[src/rtl/burst_seq_pkg.sv]
package burst_seq_pkg;
  localparam int LINE_BYTES = 16;
  localparam int LINE_W     = LINE_BYTES * 8;
  localparam int OFF_W      = $clog2(LINE_BYTES);
  localparam int LANE_W     = 16;

  typedef enum logic [2:0] {
    ST_IDLE,
    ST_STRB,
    ST_WAIT,
    ST_GAP,
    ST_DONE
  } seq_state_e;
endpackage

[src/rtl/burst_cfg_reg.sv]
module burst_cfg_reg #(
  parameter int WAIT_W   = 2,
  parameter int SPLIT_BIT = 20,
  parameter int WAIT_LSB  = 16
) (
  input  logic              clk_i,
  input  logic              rst_ni,
  input  logic              we_i,
  input  logic [31:0]       wdata_i,
  output logic [31:0]       rdata_o,
  output logic              split_o,
  output logic [WAIT_W-1:0] wait_o
);
  logic              split_q;
  logic [WAIT_W-1:0] wait_q;

  always_ff @(posedge clk_i or negedge rst_ni) begin
    if (!rst_ni) begin
      split_q <= 1'b0;
      wait_q  <= '0;
    end else if (we_i) begin
      split_q <= wdata_i[SPLIT_BIT];
      wait_q  <= wdata_i[WAIT_LSB +: WAIT_W];
    end
  end

  always_comb begin
    rdata_o = '0;
    rdata_o[SPLIT_BIT] = split_q;
    rdata_o[WAIT_LSB +: WAIT_W] = wait_q;
  end

  assign split_o = split_q;
  assign wait_o  = wait_q;

  AST_CFG_LOAD: assert property (@(posedge clk_i) disable iff (!rst_ni)
    we_i |=> (split_o == $past(wdata_i[SPLIT_BIT])));
endmodule

[src/rtl/burst_ctrl.sv]
module burst_ctrl
  import burst_seq_pkg::*;
#(
  parameter int WAIT_W = 2
) (
  input  logic                  clk_i,
  input  logic                  rst_ni,
  input  logic                  req_i,
  input  logic                  split_i,
  input  logic [WAIT_W-1:0]     wait_i,
  input  logic                  bus16_i,
  output logic                  accept_o,
  output logic                  cs_o,
  output logic                  strb_o,
  output logic [OFF_W-1:0]      beat_o,
  output logic                  bus16_o,
  output logic                  busy_o,
  output logic                  done_o
);
  seq_state_e        state_q;
  logic [OFF_W-1:0]  beat_q;
  logic [WAIT_W-1:0] wcnt_q, wait_q;
  logic              split_q, bus16_q;
  logic              last_all, burst_end;

  // 16-bit bus: 8 beats, split every 2; 8-bit bus: 16 beats, split every 4
  assign last_all  = bus16_q ? (beat_q == OFF_W'(LINE_BYTES/2 - 1))
                             : (beat_q == OFF_W'(LINE_BYTES - 1));
  assign burst_end = split_q && (bus16_q ? beat_q[0] : (&beat_q[1:0]));
  assign accept_o  = req_i && (state_q == ST_IDLE);

  always_ff @(posedge clk_i or negedge rst_ni) begin
    if (!rst_ni) begin
      state_q <= ST_IDLE;
      beat_q  <= '0;
      wcnt_q  <= '0;
      wait_q  <= '0;
      split_q <= 1'b0;
      bus16_q <= 1'b0;
    end else begin
      unique case (state_q)
        ST_IDLE: if (req_i) begin
          state_q <= ST_STRB;
          beat_q  <= '0;
          split_q <= split_i;
          wait_q  <= wait_i;
          bus16_q <= bus16_i;
        end
        ST_STRB: begin
          if (last_all) state_q <= ST_DONE;
          else begin
            beat_q <= beat_q + OFF_W'(1);
            if (burst_end) state_q <= ST_GAP;
            else if (wait_q != '0) begin
              state_q <= ST_WAIT;
              wcnt_q  <= wait_q;
            end
          end
        end
        ST_WAIT: begin
          if (wcnt_q == WAIT_W'(1)) state_q <= ST_STRB;
          else wcnt_q <= wcnt_q - WAIT_W'(1);
        end
        ST_GAP:  state_q <= ST_STRB;
        ST_DONE: state_q <= ST_IDLE;
        default: state_q <= ST_IDLE;
      endcase
    end
  end

  assign cs_o    = (state_q == ST_STRB) || (state_q == ST_WAIT);
  assign strb_o  = (state_q == ST_STRB);
  assign beat_o  = beat_q;
  assign bus16_o = bus16_q;
  assign busy_o  = (state_q != ST_IDLE);
  assign done_o  = (state_q == ST_DONE);

  AST_DONE_PULSE: assert property (@(posedge clk_i) disable iff (!rst_ni)
    done_o |=> (!done_o && !busy_o));
  AST_DONE_AFTER_STRB: assert property (@(posedge clk_i) disable iff (!rst_ni)
    done_o |-> $past(strb_o));
  AST_BUSY_HOLD: assert property (@(posedge clk_i) disable iff (!rst_ni)
    (busy_o && !done_o) |=> busy_o);
  AST_FIRST_NO_WAIT: assert property (@(posedge clk_i) disable iff (!rst_ni)
    $rose(cs_o) |-> strb_o);
  AST_GAP_ONE: assert property (@(posedge clk_i) disable iff (!rst_ni)
    (busy_o && !cs_o && !done_o) |=> strb_o);
  AST_CFG_FROZEN: assert property (@(posedge clk_i) disable iff (!rst_ni)
    (busy_o && $past(busy_o)) |-> $stable({split_q, wait_q, bus16_q}));
  AST_WAIT_NONZERO: assert property (@(posedge clk_i) disable iff (!rst_ni)
    (state_q == ST_WAIT) |-> (wait_q != '0));
endmodule

[src/rtl/burst_lanes.sv]
module burst_lanes
  import burst_seq_pkg::*;
#(
  parameter int ADDR_W = 32
) (
  input  logic                clk_i,
  input  logic                rst_ni,
  input  logic                accept_i,
  input  logic [ADDR_W-1:0]   addr_i,
  input  logic                we_i,
  input  logic [LINE_W-1:0]   wline_i,
  input  logic                strb_i,
  input  logic                cs_i,
  input  logic [OFF_W-1:0]    beat_i,
  input  logic                bus16_i,
  input  logic [LANE_W-1:0]   mem_rdata_i,
  output logic                mem_we_o,
  output logic [ADDR_W-1:0]   mem_addr_o,
  output logic [LANE_W-1:0]   mem_wdata_o,
  output logic [LINE_W-1:0]   rline_o
);
  logic [ADDR_W-OFF_W-1:0] base_q;
  logic [LINE_W-1:0]       wline_q, rline_q;
  logic                    we_q;
  logic [OFF_W-1:0]        off;
  int unsigned             bit_idx;

  assign off     = bus16_i ? {beat_i[OFF_W-2:0], 1'b0} : beat_i;
  assign bit_idx = 8 * int'(off);

  always_ff @(posedge clk_i or negedge rst_ni) begin
    if (!rst_ni) begin
      base_q  <= '0;
      wline_q <= '0;
      rline_q <= '0;
      we_q    <= 1'b0;
    end else if (accept_i) begin
      base_q  <= addr_i[ADDR_W-1:OFF_W];
      wline_q <= wline_i;
      we_q    <= we_i;
      rline_q <= '0;
    end else if (strb_i) begin
      rline_q[bit_idx +: 8] <= mem_rdata_i[7:0];
      if (bus16_i) rline_q[bit_idx + 8 +: 8] <= mem_rdata_i[15:8];
    end
  end

  always_comb begin
    mem_wdata_o = '0;
    mem_wdata_o[7:0] = wline_q[bit_idx +: 8];
    if (bus16_i) mem_wdata_o[15:8] = wline_q[bit_idx + 8 +: 8];
  end

  assign mem_addr_o = {base_q, off};
  assign mem_we_o   = we_q && cs_i;
  assign rline_o    = rline_q;

  AST_ADDR_STEP: assert property (@(posedge clk_i) disable iff (!rst_ni)
    (strb_i && $past(strb_i)) |->
      (mem_addr_o == $past(mem_addr_o) + (bus16_i ? ADDR_W'(2) : ADDR_W'(1))));
  AST_ADDR_HOLD: assert property (@(posedge clk_i) disable iff (!rst_ni)
    (cs_i && !strb_i && $past(cs_i && !strb_i)) |-> $stable(mem_addr_o));
endmodule

[src/rtl/burst_seq.sv]
module burst_seq
  import burst_seq_pkg::*;
#(
  parameter int ADDR_W = 32,
  parameter int WAIT_W = 2
) (
  input  logic                clk_i,
  input  logic                rst_ni,
  input  logic                cfg_we_i,
  input  logic [31:0]         cfg_wdata_i,
  output logic [31:0]         cfg_rdata_o,
  input  logic                bus16_i,
  input  logic                req_i,
  input  logic                req_we_i,
  input  logic [ADDR_W-1:0]   req_addr_i,
  input  logic [127:0]        req_wdata_i,
  output logic                busy_o,
  output logic                done_o,
  output logic [127:0]        rdata_o,
  output logic                mem_cs_o,
  output logic                mem_strb_o,
  output logic                mem_we_o,
  output logic [ADDR_W-1:0]   mem_addr_o,
  output logic [15:0]         mem_wdata_o,
  input  logic [15:0]         mem_rdata_i
);
  logic              split, accept, bus16_q;
  logic [WAIT_W-1:0] wait_code;
  logic [OFF_W-1:0]  beat;

  burst_cfg_reg #(.WAIT_W(WAIT_W)) u_cfg (
    .clk_i, .rst_ni,
    .we_i(cfg_we_i), .wdata_i(cfg_wdata_i), .rdata_o(cfg_rdata_o),
    .split_o(split), .wait_o(wait_code)
  );

  burst_ctrl #(.WAIT_W(WAIT_W)) u_ctrl (
    .clk_i, .rst_ni,
    .req_i, .split_i(split), .wait_i(wait_code), .bus16_i,
    .accept_o(accept), .cs_o(mem_cs_o), .strb_o(mem_strb_o),
    .beat_o(beat), .bus16_o(bus16_q), .busy_o, .done_o
  );

  burst_lanes #(.ADDR_W(ADDR_W)) u_lanes (
    .clk_i, .rst_ni,
    .accept_i(accept), .addr_i(req_addr_i), .we_i(req_we_i), .wline_i(req_wdata_i),
    .strb_i(mem_strb_o), .cs_i(mem_cs_o), .beat_i(beat), .bus16_i(bus16_q),
    .mem_rdata_i, .mem_we_o, .mem_addr_o, .mem_wdata_o, .rline_o(rdata_o)
  );
endmodule

[config.mk]
export PLATFORM = sky130hd
export DESIGN_NAME = burst_seq
export DESIGN_NICKNAME = d
export VERILOG_FILES = /design/src/rtl/burst_seq_pkg.sv /design/src/rtl/burst_cfg_reg.sv /design/src/rtl/burst_ctrl.sv /design/src/rtl/burst_lanes.sv /design/src/rtl/burst_seq.sv
export SDC_FILE = /design/constraint.sdc
export NUM_CORES = 1
export LEC_CHECK = 0
export BUFFER_PORTS_ARGS = -buffer_cell sky130_fd_sc_hd__buf_2
export CAP_MARGIN = 25
export CORE_UTILIZATION = 30
export CTS_CLUSTER_DIAMETER = 150
export DETAILED_ROUTE_END_ITERATION = 12
export GPL_TIMING_DRIVEN = 0
export HOLD_SLACK_MARGIN = 0.08
export PLACE_DENSITY = 0.49
export SETUP_SLACK_MARGIN = 0.05
export SLEW_MARGIN = 10
export SYNTH_ARGS = -nofsm -noshare
export SYNTH_HDL_FRONTEND = slang
export SYNTH_SLANG_ARGS = --single-unit
[constraint.sdc]
create_clock -name clk_i -period 3.7 [get_ports clk_i]
set_input_delay 0.74 -clock clk_i [delete_from_list [all_inputs] [get_ports clk_i]]
set_output_delay 0.74 -clock clk_i [all_outputs]
set_load 0.02 [all_outputs]
# Word-level counts from Yosys, hierarchy flattened

Cells that the tools add are included.

Add/sub/neg operators: 5
Multipliers: 0
Divide/modulo/power cells: 0
Magnitude comparators: 0
Eq/ne operators: 14
Shift operators: 6
Multiplexer cells: 23
Bitwise operators: 0
Reduce and logical (&&, ||, !) cells: 15

Operators by type and width:

| kind                                                                      | number |
|---|---|
| 128-bit 2-to-1 mux                                                        | 3 |
| 128-bit bitwise mux                                                       | 2 |
| 8-bit by 34-bit variable shift with 128-bit output (first input constant) | 2 |
| 8-bit by 34-bit indexed part select with 128-bit output                   | 2 |
| 128-bit by 33-bit indexed part select with 8-bit output                   | 1 |
| 128-bit by 8-bit indexed part select with 8-bit output                    | 1 |
| 32-bit negator with 34-bit output                                         | 1 |
| 7-bit negator with 34-bit output                                          | 1 |
| 3-bit 2-to-1 mux                                                          | 5 |
| 4-bit 2-to-1 mux                                                          | 3 |
| 3-bit one-hot mux with 4 select lines                                     | 1 |
| 7-bit by 4-bit adder with 8-bit output (second input constant)            | 1 |
| 2-bit 2-to-1 mux                                                          | 4 |
| 8-bit 2-to-1 mux                                                          | 1 |
| 2-bit != test (second input constant)                                     | 4 |
| 4-bit one-hot mux with 2 select lines                                     | 1 |
| 2-bit nonzero test                                                        | 4 |
| 3-bit by 2-bit equality test with 1-bit output (second input constant)    | 2 |
| 3-bit AND reduction                                                       | 2 |
| 5-bit AND reduction                                                       | 1 |
| 4-bit by 1-bit adder with 4-bit output (second input constant)            | 1 |
| 4-bit by 3-bit equality test with 1-bit output (second input constant)    | 1 |
| 4-bit equality test (second input constant)                               | 1 |
| 2-bit by 1-bit != test with 1-bit output (second input constant)          | 2 |
| other kinds (12)                                                          | 16 |

Bits in registers: 301
Bits in latches: 0
RAM bits: 0
Memory bits (read-only): 0
Output and inout port bits: 213
Memories kept: 0

# Depth between registers and ports, before layout

Gate-level depths: netlist of run 1.

Depth after elaboration: 8
Mapped depth: 15

# Modules after synthesis

From an unflattened synthesis of run 1, not the netlist that was laid out.

Cells, all modules: 1,553
Area total of the unflattened synthesis: 15,965.3 um2

Modules (own cells, without submodules):

| module        | instances | cells an instance | area an instance (um2) |
|---|---|---|---|
| burst_lanes   | 1         | 1,440             | 14,863.0 |
| burst_ctrl    | 1         | 74                | 749.5 |
| burst_cfg_reg | 1         | 39                | 352.8 |

# Least setup slack after synthesis of run 1

OpenSTA, ideal clock, no wires.

Path type: reg2reg
Start point: register u_ctrl.beat_q[0] (netlist: u_ctrl.beat_o[0])
End point: register u_lanes.rline_q[102] (netlist: u_lanes.rline_o[102])
Setup time: 0.067 ns
Arrival time: 3.500 ns
Required time: 3.633 ns
Setup slack: 0.133 ns
Stages on the path, launching flop included: 13
Path buffers: 5
Period minus slack after synthesis: 3.567 ns
Cells stage by stage: dfrtp_1 buf_2 buf_1 clkbuf_1 buf_1 a21oi_1 ha_1 buf_2 or3b_2 o31ai_1 a2111oi_0 a311oi_2 a22o_1

Cells in the longest elaborated chain, start to end: 8
Elaborated cells on any way between the ends: 13
Those cells by class: 3 x add/sub; 4 x shift; 6 x mux

RTL lines:

| what                                                                                              | RTL line                             | text |
|---|---|---|
| start: declaration                                                                                | burst_ctrl.sv:21                     | `logic [OFF_W-1:0] beat_q;` |
| start signal: assignment                                                                          | burst_ctrl.sv:52                     | `beat_q <= beat_q + OFF_W'(1);` |
| 4-bit 2-to-1 mux *                                                                                | burst_lanes.sv:28                    | `assign off = bus16_i ? {beat_i[OFF_W-2:0], 1'b0} : beat_i;` |
| 7-bit by 4-bit adder with 8-bit output / 7-bit negator with 34-bit output (equally long branches) | burst_lanes.sv:44, burst_lanes.sv:43 |  |
| 32-bit negator with 34-bit output (tied with other cells)                                         | burst_lanes.sv:44                    | `if (bus16_i) rline_q[bit_idx + 8 +: 8] <= mem_rdata_i[15:8];` |
| 8-bit by 34-bit indexed part select with 128-bit output (tied with other cells)                   | burst_lanes.sv:44                    |  |
| 128-bit bitwise mux                                                                               | burst_lanes.sv:44                    |  |
| 128-bit 2-to-1 mux *                                                                              | burst_lanes.sv:44                    |  |
| 128-bit 2-to-1 mux *                                                                              | burst_lanes.sv:42                    | `end else if (strb_i) begin` |
| 128-bit 2-to-1 mux *                                                                              | burst_lanes.sv:37                    | `end else if (accept_i) begin` |
| end signal: indexed assignment                                                                    | burst_lanes.sv:43                    | `rline_q[bit_idx +: 8] <= mem_rdata_i[7:0];` |
| end signal: indexed assignment                                                                    | burst_lanes.sv:44                    |  |
| end: declaration                                                                                  | burst_lanes.sv:23                    | `logic [LINE_W-1:0] wline_q, rline_q;` |

Mark *: on every way between the ends. The rest lies on a longest branch, timed or not. The select of a mux whose other input is x is not followed.
A chain may end at the register's enable or synchronous reset.

# Worst setup path in the final report of run 1

Start point: register u_ctrl.bus16_q (netlist: u_ctrl.bus16_o)
End point: output port mem_wdata_o[9]

Cells in the longest elaborated chain, start to end: 4

RTL lines:

| what                                                    | RTL line          | text |
|---|---|---|
| start: declaration                                      | burst_ctrl.sv:23  | `logic split_q, bus16_q;` |
| start signal: assignment                                | burst_ctrl.sv:47  | `bus16_q <= bus16_i;` |
| 4-bit 2-to-1 mux                                        | burst_lanes.sv:28 |  |
| 7-bit by 4-bit adder with 8-bit output                  | burst_lanes.sv:51 | `if (bus16_i) mem_wdata_o[15:8] = wline_q[bit_idx + 8 +: 8];` |
| 128-bit by 33-bit indexed part select with 8-bit output | burst_lanes.sv:51 |  |
| 8-bit 2-to-1 mux *                                      | burst_lanes.sv:51 |  |
| end: declaration                                        | burst_seq.sv:24   | `output logic [15:0] mem_wdata_o,` |

Mark *: on every way between the ends. The rest lies on a longest branch, timed or not.

==> results of run 1 <==
-- metal layers --
metal,global-route usage,part of all wire
met5,0,0
met1,0.333,0.43
met3,0.0456,0.074
met4,0.0714,0.030
met2,0.388,0.46
-- metrics by stage --
stage          total power, mW  setup WS (ns)  utilization
2_1_floorplan             11.8          0.133            -
3_3_place_gp              15.7          -4.06        0.359
3_5_place_dp              15.8          -1.65        0.360
4_1_cts                   19.9         0.0434        0.390
5_1_grt                   21.3        0.00275        0.394
6_report                  20.1         0.0535        0.394
-- cell usage in the layout, fill, tap and decap left out, types with 20 or more instances in the layout --
cell type,synthesis,layout
o22ai_1,29,29
nor2_1,60,53
a22oi_1,28,28
a22o_1,20,20
conb_1,1,29
o21ai_0,97,92
clkbuf_1,87,69
buf_2,43,388
dfrtp_1,301,299
a32oi_1,26,26
clkbuf_16,0,39
nand3_1,32,30
buf_4,30,46
o2bb2ai_1,24,24
nand2_1,592,590
a21oi_1,60,57
mux2i_1,37,37
-- cells in the mapped netlist (all sizes together), types with 6 or more instances --
cell type,count,area share
mux2,17,0.012
mux2i,37,0.024
nand3,32,0.010
o211ai,8,0.0038
nand2,592,0.14
o21ai,104,0.033
o2bb2ai,24,0.013
nor3,23,0.0083
a22o,20,0.011
a211oi,7,0.0034
a21oi,61,0.020
o221ai,12,0.0067
a32o,19,0.012
inv,12,0.0029
a22oi,28,0.013
nor2b,13,0.0052
a32oi,26,0.015
ha,6,0.0048
buf,86,0.032
clkbuf,88,0.021
or3,10,0.0040
a2bb2o,8,0.0051
o22ai,29,0.012
o2111ai,16,0.0089
a221oi,17,0.0095
a31oi,16,0.0064
dfrtp,301,0.48
nand4,9,0.0036
nand2b,11,0.0044
a311oi,8,0.0049
a211o,6,0.0034
a21o,12,0.0058
nor2,60,0.014
-- timing repair --
item	4_1_cts	5_1_grt
resized for setup	100	62
hold buffers	1	0
setup buffers	5	1
hold endpoints to repair	2	0
pin swaps	8	4
setup endpoints to repair	145	128
-- power by group --
part | internal, mW | switching, mW | leakage (nW) | total (mW)
registers | 4.56 | 1.20 | 3.91 | 5.76
logic | 3.47 | 7.20 | 5.58 | 10.7
clock network | 2.17 | 1.47 | 0.593 | 3.64
-- sequential cells by signal, summed over array words and instances, names as in the netlist, 2 cells and up --
register	flops
u_lanes.base_q	28
u_lanes.rline_o	128
u_cfg.wait_o	2
u_ctrl.state_q	3
u_ctrl.wcnt_q	2
u_ctrl.wait_q	2
u_lanes.wline_q	128
u_ctrl.beat_o	4
-- layout make-up --
type                            count  share of cell area
Multi-Input combinational cell   1331               0.375
Sequential cell                   301               0.372
Timing Repair Buffer              374              0.0982
Clock buffer                       57              0.0555
Buffer                            173              0.0503
Tap cell                          680              0.0420
Clock inverter                     10             0.00451
Inverter                           14             0.00272
Antenna cell                        1            0.000124
-- final timing paths --
check / endpoint / slack (ns) / start
max in group asynchronous: u_lanes.base_q[20] / 1.88 / rst_ni
setup / recovery: mem_wdata_o[9] / 0.05 / u_ctrl.bus16_o
hold / removal: u_lanes.wline_q[66] / 0.37 / req_wdata_i[66]
setup reg to reg: u_lanes.rline_o[40] / 0.27 / u_ctrl.beat_o[2]
hold reg to reg: u_lanes.base_q[23] / 0.47 / u_lanes.base_q[23]
min in group asynchronous: u_lanes.rline_o[110] / 0.69 / rst_ni
-- tightest hold or removal path: cells and delay by family --
| family | cells | cell delay (ns) |
|---|---|---|
| buf+inv | 1 | 0.07 |
| simple gates | 2 | 0.08 |
-- cell families (layout without fill, tap and decap cells) --
logic type / Yosys count / in the layout / share of synthesized area
AND/OR/NAND/NOR: 781 / 781 / 0.208
AO/OA/AOI/OAI: 455 / 455 / 0.208
flip-flops: 301 / 301 / 0.481
buffers and inverters: 188 / 628 / 0.0567
multiplexers: 57 / 57 / 0.0404
adder cells (fa/ha/maj): 6 / 6 / 0.00479
XOR/XNOR: 3 / 3 / 0.00168
other: 1 / 30 / 0.000239
==> impl_metrics.ini, run 1 <==
[routing]
finalWirelength_um = 65600
drt-initial-drc-count = 1291
drtPass1Iterations = 5
vias = 15700
avgRoutedWirePerCell_um = 22.3
drtAntennaViolNets = 0
drc = 0
avgViaCountPerCell = 5.34

[synth]
ys_ff_latch = 301
syn_area_per_cell_sq_um = 8.74
synth.distinct_cells = 74
synth_edf_count = 0
synth_warnings = 0
syn_inst = 1792
syn_area_sq_um = 15700
yosysSeqAreaShare = 0.481
synth_flop_cell = dfrtp_1
ys_async_sr_fraction = 1.00

[cells_and_area]
area_growth_pct = 29.3
fill_cells = 5337
regArea_sq_um = 7530
fin_nets = 2452
fin_cells = 2941
fin_area_sq_um = 20300
drive_above_1_share = 0.275
multi_input_area_sq_um = 7590

[timing]
slew_violations = 0
timing.hold.ws_ns = 0.372
setup_tns_ns = 0
fin_crit_ns = 3.65
final.setup_skew_ns = 0.0179
relSlewSlack = 0.313
tightest_slew_ns = 1.03
setup_viol = 0
period_share = 0.986
rsz0062_at_grt = true
fmax_mhz = 274
hold_violations = 0

[die]
die_x_um = 231
fp.dieH_um = 231
rows = 83
ioPinCount = 427
start_util = 0.305
dieArea_sq_um = 53100
core-area_sq_um = 51400

[setup_path]
r2r_cells = 12
worstPathRequired_ns = 2.96
crit_path_top_delay_cell = a2111oi_2
critPathMaxStageDelay_ns = 0.45
critPathMaxFanout = 10
critPathBufInv = 3
cp.arrival_ns = 2.91
cp-end-kind = output port
path_depth = 8
path_delay_family = compound AO/OA/AOI/OAI gates
critPathLaunchType = flip-flop
crit_type = flip-flop to output port
cp_cell_sequence = buf_6 > clkbuf_4 > nand2_2 > o21ai_2 > a2111oi_2 > a311oi_1 > nor2_1 > buf_2

[global_routing]
gr-total-overflow = 0
track_usage = 0.243
grt_pass1_wl_um = 97200
grt_pass1_vias = 15100
grt_max_degree = 98
antenna_found_initial = 1

[cts]
path_clk_slew_ns = 0.06
cts_buffers = 37
cts_tree = done
clock-sinks = 301
clk_latency_ns = 0.56
cts_max_level = 2
clockBufferDepth = 3
cts-root-buf = clkbuf_16

[pwr]
irDropWorstVdd_v = 0.000454
p_leak_nw = 10.1
power.density_nw_per_um2 = 991

[worst_hold_path]
hold_class = input port to flip-flop
whs_path_depth = 3

[status]
status = completed

[place]
dpl.cell_count = 2866
port_buffers = 363
gp_congestion = 0.932
place_area_sq_um = 18500
hpwl_um = 49400

[flow_run]
drv_cap = 0
No activity file was read; power rests on OpenSTA's default activity.
==> inputs of run 2 (changes only) <==
- CORE_UTILIZATION: 30 -> 48
- PLACE_DENSITY: 0.49 -> 0.74
- SKIP_LAST_GASP: unset -> 1
==> run 2 against run 1 <==
  * Via count is 2.4% higher
  * Maximum frequency shrank 0.11%
  * Sequential power decreased by 0.7%
  * Clock-buffer cell count is 10 lower
==> impl_metrics.ini, run 2 (synthesized netlist as in run 1, its figures left out) <==
[pwr]
power.density_nw_per_um2 = 991
irDropWorstVdd_v = 0.000638
total_power_mw = 19.5
p_leak_nw = 9.98

[die]
ioPinCount = 427
dieArea_sq_um = 33400
die_x_um = 183
core-area_sq_um = 31800
fp.dieH_um = 183
rows = 65
start_util = 0.493

[place]
place_area_sq_um = 18200
hpwl_um = 43800
port_buffers = 363
gp_congestion = 0.994

[setup_path]
cp_cell_sequence = buf_4 > buf_4 > buf_8 > buf_6 > nor2_1 > a221oi_1 > a21oi_1 > o21ai_2 > o221ai_2 > buf_2
critPathMaxFanout = 10
worstPathRequired_ns = 2.96
critPathLaunchType = flip-flop
reg2reg_slack_ns = 0.17
crit_type = flip-flop to output port
regToRegEndpoint = u_lanes.rline_o[102]
cp-end-kind = output port
crit_path_top_delay_cell = dfrtp_1
critPathMaxStageDelay_ns = 0.40
r2r_cells = 12
reg2reg_from = u_ctrl.bus16_o
cp.arrival_ns = 2.91
crit_top_cell = buf_4

[cts]
cts_max_level = 2
clock-sinks = 301
clockBufferDepth = 3
path_clk_slew_ns = 0.06
cts_buffers = 34
clk_latency_ns = 0.53
cts-root-buf = clkbuf_16
cts_tree = done

[cells_and_area]
layout.cells.most_common_list = nand2_1, buf_2, dfrtp_1, o21ai_0, clkbuf_1
fin_area_sq_um = 19700
final_common_cell = nand2_1
drive_above_1_share = 0.268
fin_nets = 2448
area_growth_pct = 25.8

[timing]
final.setup_skew_ns = 0.0169
setup_viol = 0
period_share = 0.987
slew_violations = 0
rsz0062_at_grt = true
fmax_mhz = 274
fin_crit_ns = 3.65
relSlewSlack = 0.375
timing.hold.ws_ns = 0.157
hold_violations = 0
setup_tns_ns = 0
tightest_slew_ns = 0.937

[routing]
avgViaCountPerCell = 5.99
finalWirelength_um = 59100
drtAntennaViolNets = 0
vias = 16100
drt-initial-drc-count = 1898
drtPass1Iterations = 6
drc = 0
avgRoutedWirePerCell_um = 22.0

[global_routing]
antenna_found_initial = 2
grt_max_degree = 98
grt_pass1_wl_um = 90600
track_usage = 0.354
gr-total-overflow = 0
grt_pass1_vias = 15600

[worst_hold_path]
hold_class = input port to asynchronous set/reset pin

[status]
status = completed

[flow_run]
drv_cap = 0
[run 2: cell types whose count changed in the layout (fill, tap and decap cells not counted), moves of 4 or more]
cell / change
clkbuf_16: -5
buf_2: +7
clkbuf_4: -4
buf_4: -6
[run 2: routing by layer]
metal  up-vias  GRT usage  wire, um
met4         0      0.161      2690
li1       7165          -         -
met2      1059      0.563     27000
met1      7676      0.478     23400
met3       189     0.0571      6040
met5         -          0         0
[run 2: worst max path at each step]
| stage | endpoint | cells after the start | startpoint | slack [ns] |
|---|---|---|---|---|
| global route | mem_wdata_o[2] | 10 | u_ctrl.beat_o[1] | 0.03 |
| CTS | u_lanes.rline_o[102] | 13 | u_ctrl.beat_o[0] | -0.01 |
| floorplan | u_lanes.rline_o[102] | 12 | u_ctrl.beat_o[0] | 0.13 |
| finish | mem_wdata_o[2] | 10 | u_ctrl.beat_o[1] | 0.05 |
| detailed placement | u_lanes.rline_o[102] | 12 | u_ctrl.beat_o[0] | -1.33 |
| global placement | u_lanes.base_q[13] | 1 | rst_ni | -3.65 |
[run 2: where the power goes]
| group | internal, mW | switching [mW] | total (mW) |
|---|---|---|---|
| sequential | 4.56 | 1.16 | 5.72 |
| combinational | 3.41 | 7.09 | 10.5 |
| clock | 1.94 | 1.36 | 3.30 |
[run 2: timing repair]
item | 4_1_cts | 5_1_grt
hold endpoints to repair | 0 | 0
hold buffers | 0 | 0
setup endpoints to repair | 145 | 108
resized for setup | 84 | 47
pin swaps | 5 | 2
buffers inserted | 5 | 1
[run 2: per-stage QoR]
stage	setup WS [ns]	instances	utilization
final	0.0493	2686	0.620
after floorplan	0.133	1820	-
after global placement	-3.65	2618	0.570
after CTS	-0.0125	2683	0.616
after detailed placement	-1.33	2621	0.573
after global routing	0.0333	2685	0.620
[run 2: final cells by class]
| class | instances | area [sq um] |
|---|---|---|
| clock inverters | 10 | 123 |
| well taps | 435 | 544 |
| diodes | 2 | 5.00 |
| multi-input cells | 1331 | 7540 |
| inverters | 14 | 53.8 |
| repair buffers | 372 | 1970 |
| flip-flops and latches | 301 | 7530 |
| plain buffers | 174 | 985 |
| fillers | 2862 | 12100 |
| clock buffers | 47 | 950 |
[run 2: worst max-delay path: cells and delay by family (launching register included)]
kind	cells	cell delay [ns]
AO/OA/AOI/OAI	4	0.84
buffers and inverters	5	1.07
flip-flops	1	0.40
AND/OR/NAND/NOR	1	0.06
==> inputs of run 3 (changes only) <==
==> constraint.sdc (replaced) <==
create_clock -name clk_i -period 3.7 [get_ports clk_i]
set_input_delay 0.185 -clock clk_i [delete_from_list [all_inputs] [get_ports clk_i]]
set_output_delay 0.185 -clock clk_i [all_outputs]
set_load 0.02 [all_outputs]
==> run 3 against run 2 <==
  * Maximum frequency rose by 2.2%
  * Global-route usage is 2.6 points higher
  * Via count is 7.0% higher
  * First-iteration DRC count increased by 5.5%
  * Critical path type unchanged
  * Final cell count grew 6.3%
  * Highest routed layer is now met5
  * Non-clock buffer count grew 169
  * Combinational power hardly changed
==> impl_metrics.ini, run 3 (synthesized netlist as in run 1, its figures left out) <==
[global_routing]
antenna_found_initial = 2
gr-total-overflow = 0
grt_max_degree = 98
track_usage = 0.381
grt_pass1_wl_um = 97300
grt_pass1_vias = 17100

[setup_path]
critPathLaunchType = flip-flop
cp.arrival_ns = 3.39
reg2reg_from = u_ctrl.beat_o[1]
crit_type = flip-flop to output port
worstPathRequired_ns = 3.51
reg2reg_slack_ns = 0.15
startpoint = u_ctrl.beat_o[1]
cp-end-kind = output port
cp_cell_sequence = clkbuf_4 > buf_2 > buf_4 > buf_4 > nor2_1 > a221oi_1 > a21oi_1 > o21ai_1 > o221ai_1 > buf_2
critPathMaxStageDelay_ns = 0.43
critPathMaxFanout = 10
crit_path_top_delay_cell = dfrtp_1

[die]
start_util = 0.493
dieArea_sq_um = 33400
core-area_sq_um = 31800
ioPinCount = 427
die_x_um = 183
fp.dieH_um = 183
rows = 65

[cts]
clk_latency_ns = 0.52
cts_tree = done
clock-sinks = 301
cts_max_level = 2
cts-root-buf = clkbuf_16
path_clk_slew_ns = 0.06
clockBufferDepth = 3
cts_buffers = 34

[place]
pre_cts_slack_ns = -1.33
hpwl_um = 43800
gp_congestion = 0.994
port_buffers = 363

[cells_and_area]
layout.cells.most_common_list = nand2_1, buf_2, dfrtp_1, dlygate4sd3_1, o21ai_0
final_util = 0.670
area_growth_pct = 35.9
fin_nets = 2617
drive_above_1_share = 0.239
fill_cells = 2527
multi_input_area_sq_um = 7490
regArea_sq_um = 7530
final_common_cell = nand2_1

[timing]
relSlewSlack = 0.376
slew_violations = 0
final.setup_skew_ns = 0.0164
setup_viol = 0
rsz0062_at_grt = true
tightest_slew_ns = 0.930
fin_ws_ns = 0.128
fmax_mhz = 280
period_share = 0.966
hold_violations = 0
fin_crit_ns = 3.57

[pwr]
irDropWorstVdd_v = 0.000670
power.density_nw_per_um2 = 924
total_power_mw = 19.7
p_leak_nw = 10.6

[routing]
avgRoutedWirePerCell_um = 22.3
drc = 0
drtPass1Iterations = 6
finalWirelength_um = 63600
drt-initial-drc-count = 2003
avgViaCountPerCell = 6.03
drtAntennaViolNets = 0
vias = 17200

[worst_hold_path]
min-delay-start = mem_rdata_i[9]
hold_class = input port to flip-flop

[flow_run]
drv_cap = 0

[status]
status = completed
## run 3: layer usage
metal / vias up / global-route usage / wire (um)
li1: 7505 / - / -
met1: 8259 / 0.487 / 24300
met2: 1189 / 0.618 / 29500
met3: 257 / 0.0655 / 6350
met4: 2 / 0.200 / 3460
met5: - / 0 / 12
## run 3: area by class of cell
| class | instances | area share |
|---|---|---|
| Sequential cell | 301 | 0.354 |
| Clock buffer | 47 | 0.0446 |
| Inverter | 14 | 0.00253 |
| Multi-Input combinational cell | 1331 | 0.352 |
| Timing Repair Buffer | 542 | 0.172 |
| Tap cell | 435 | 0.0256 |
| Clock inverter | 10 | 0.00576 |
| Antenna cell | 1 | 0.000118 |
| Buffer | 173 | 0.0433 |
## run 3: timing repair
action,in CTS,in global routing
endpoints found under the hold margin,285,0
pin swaps,5,1
gates resized for setup,43,44
hold buffers,170,0
setup buffers,5,1
endpoints found under the setup margin,133,128
## run 3: critical path: cells and delay by family, from the launching register on
kind	cells	cell delay, ns
buffers and inverters	5	1.41
AO/OA/AOI/OAI	4	0.95
flip-flops	1	0.43
AND/OR/NAND/NOR	1	0.06
## run 3: where the power goes
group | switching [mW] | internal (mW)
registers | 1.18 | 4.56
clock network | 1.37 | 1.94
logic | 7.18 | 3.43
## run 3: worst paths after layout
path	cells after the start	to
worst max-delay path	10	mem_wdata_o[2]
worst min-delay path	4	u_lanes.rline_o[73]
worst max register to register	14	u_lanes.rline_o[101]
worst min register to register	2	u_lanes.base_q[14]
max in group asynchronous	4	u_lanes.base_q[15]
min in group asynchronous	2	u_lanes.rline_o[32]
## run 3: through the flow
step                      cell area [sq um]  TNS [ns]  hold slack (ns)  instances
after CTS                             21200         0           0.0847       2853
after floorplan                       15800         0           -0.111       1820
after global routing                  21300         0            0.106       2854
final                                 21300         0           0.0895       2854
after detailed placement              18200   -106.70            0.159       2621
after global placement                18100  -1014.95            0.374       2618
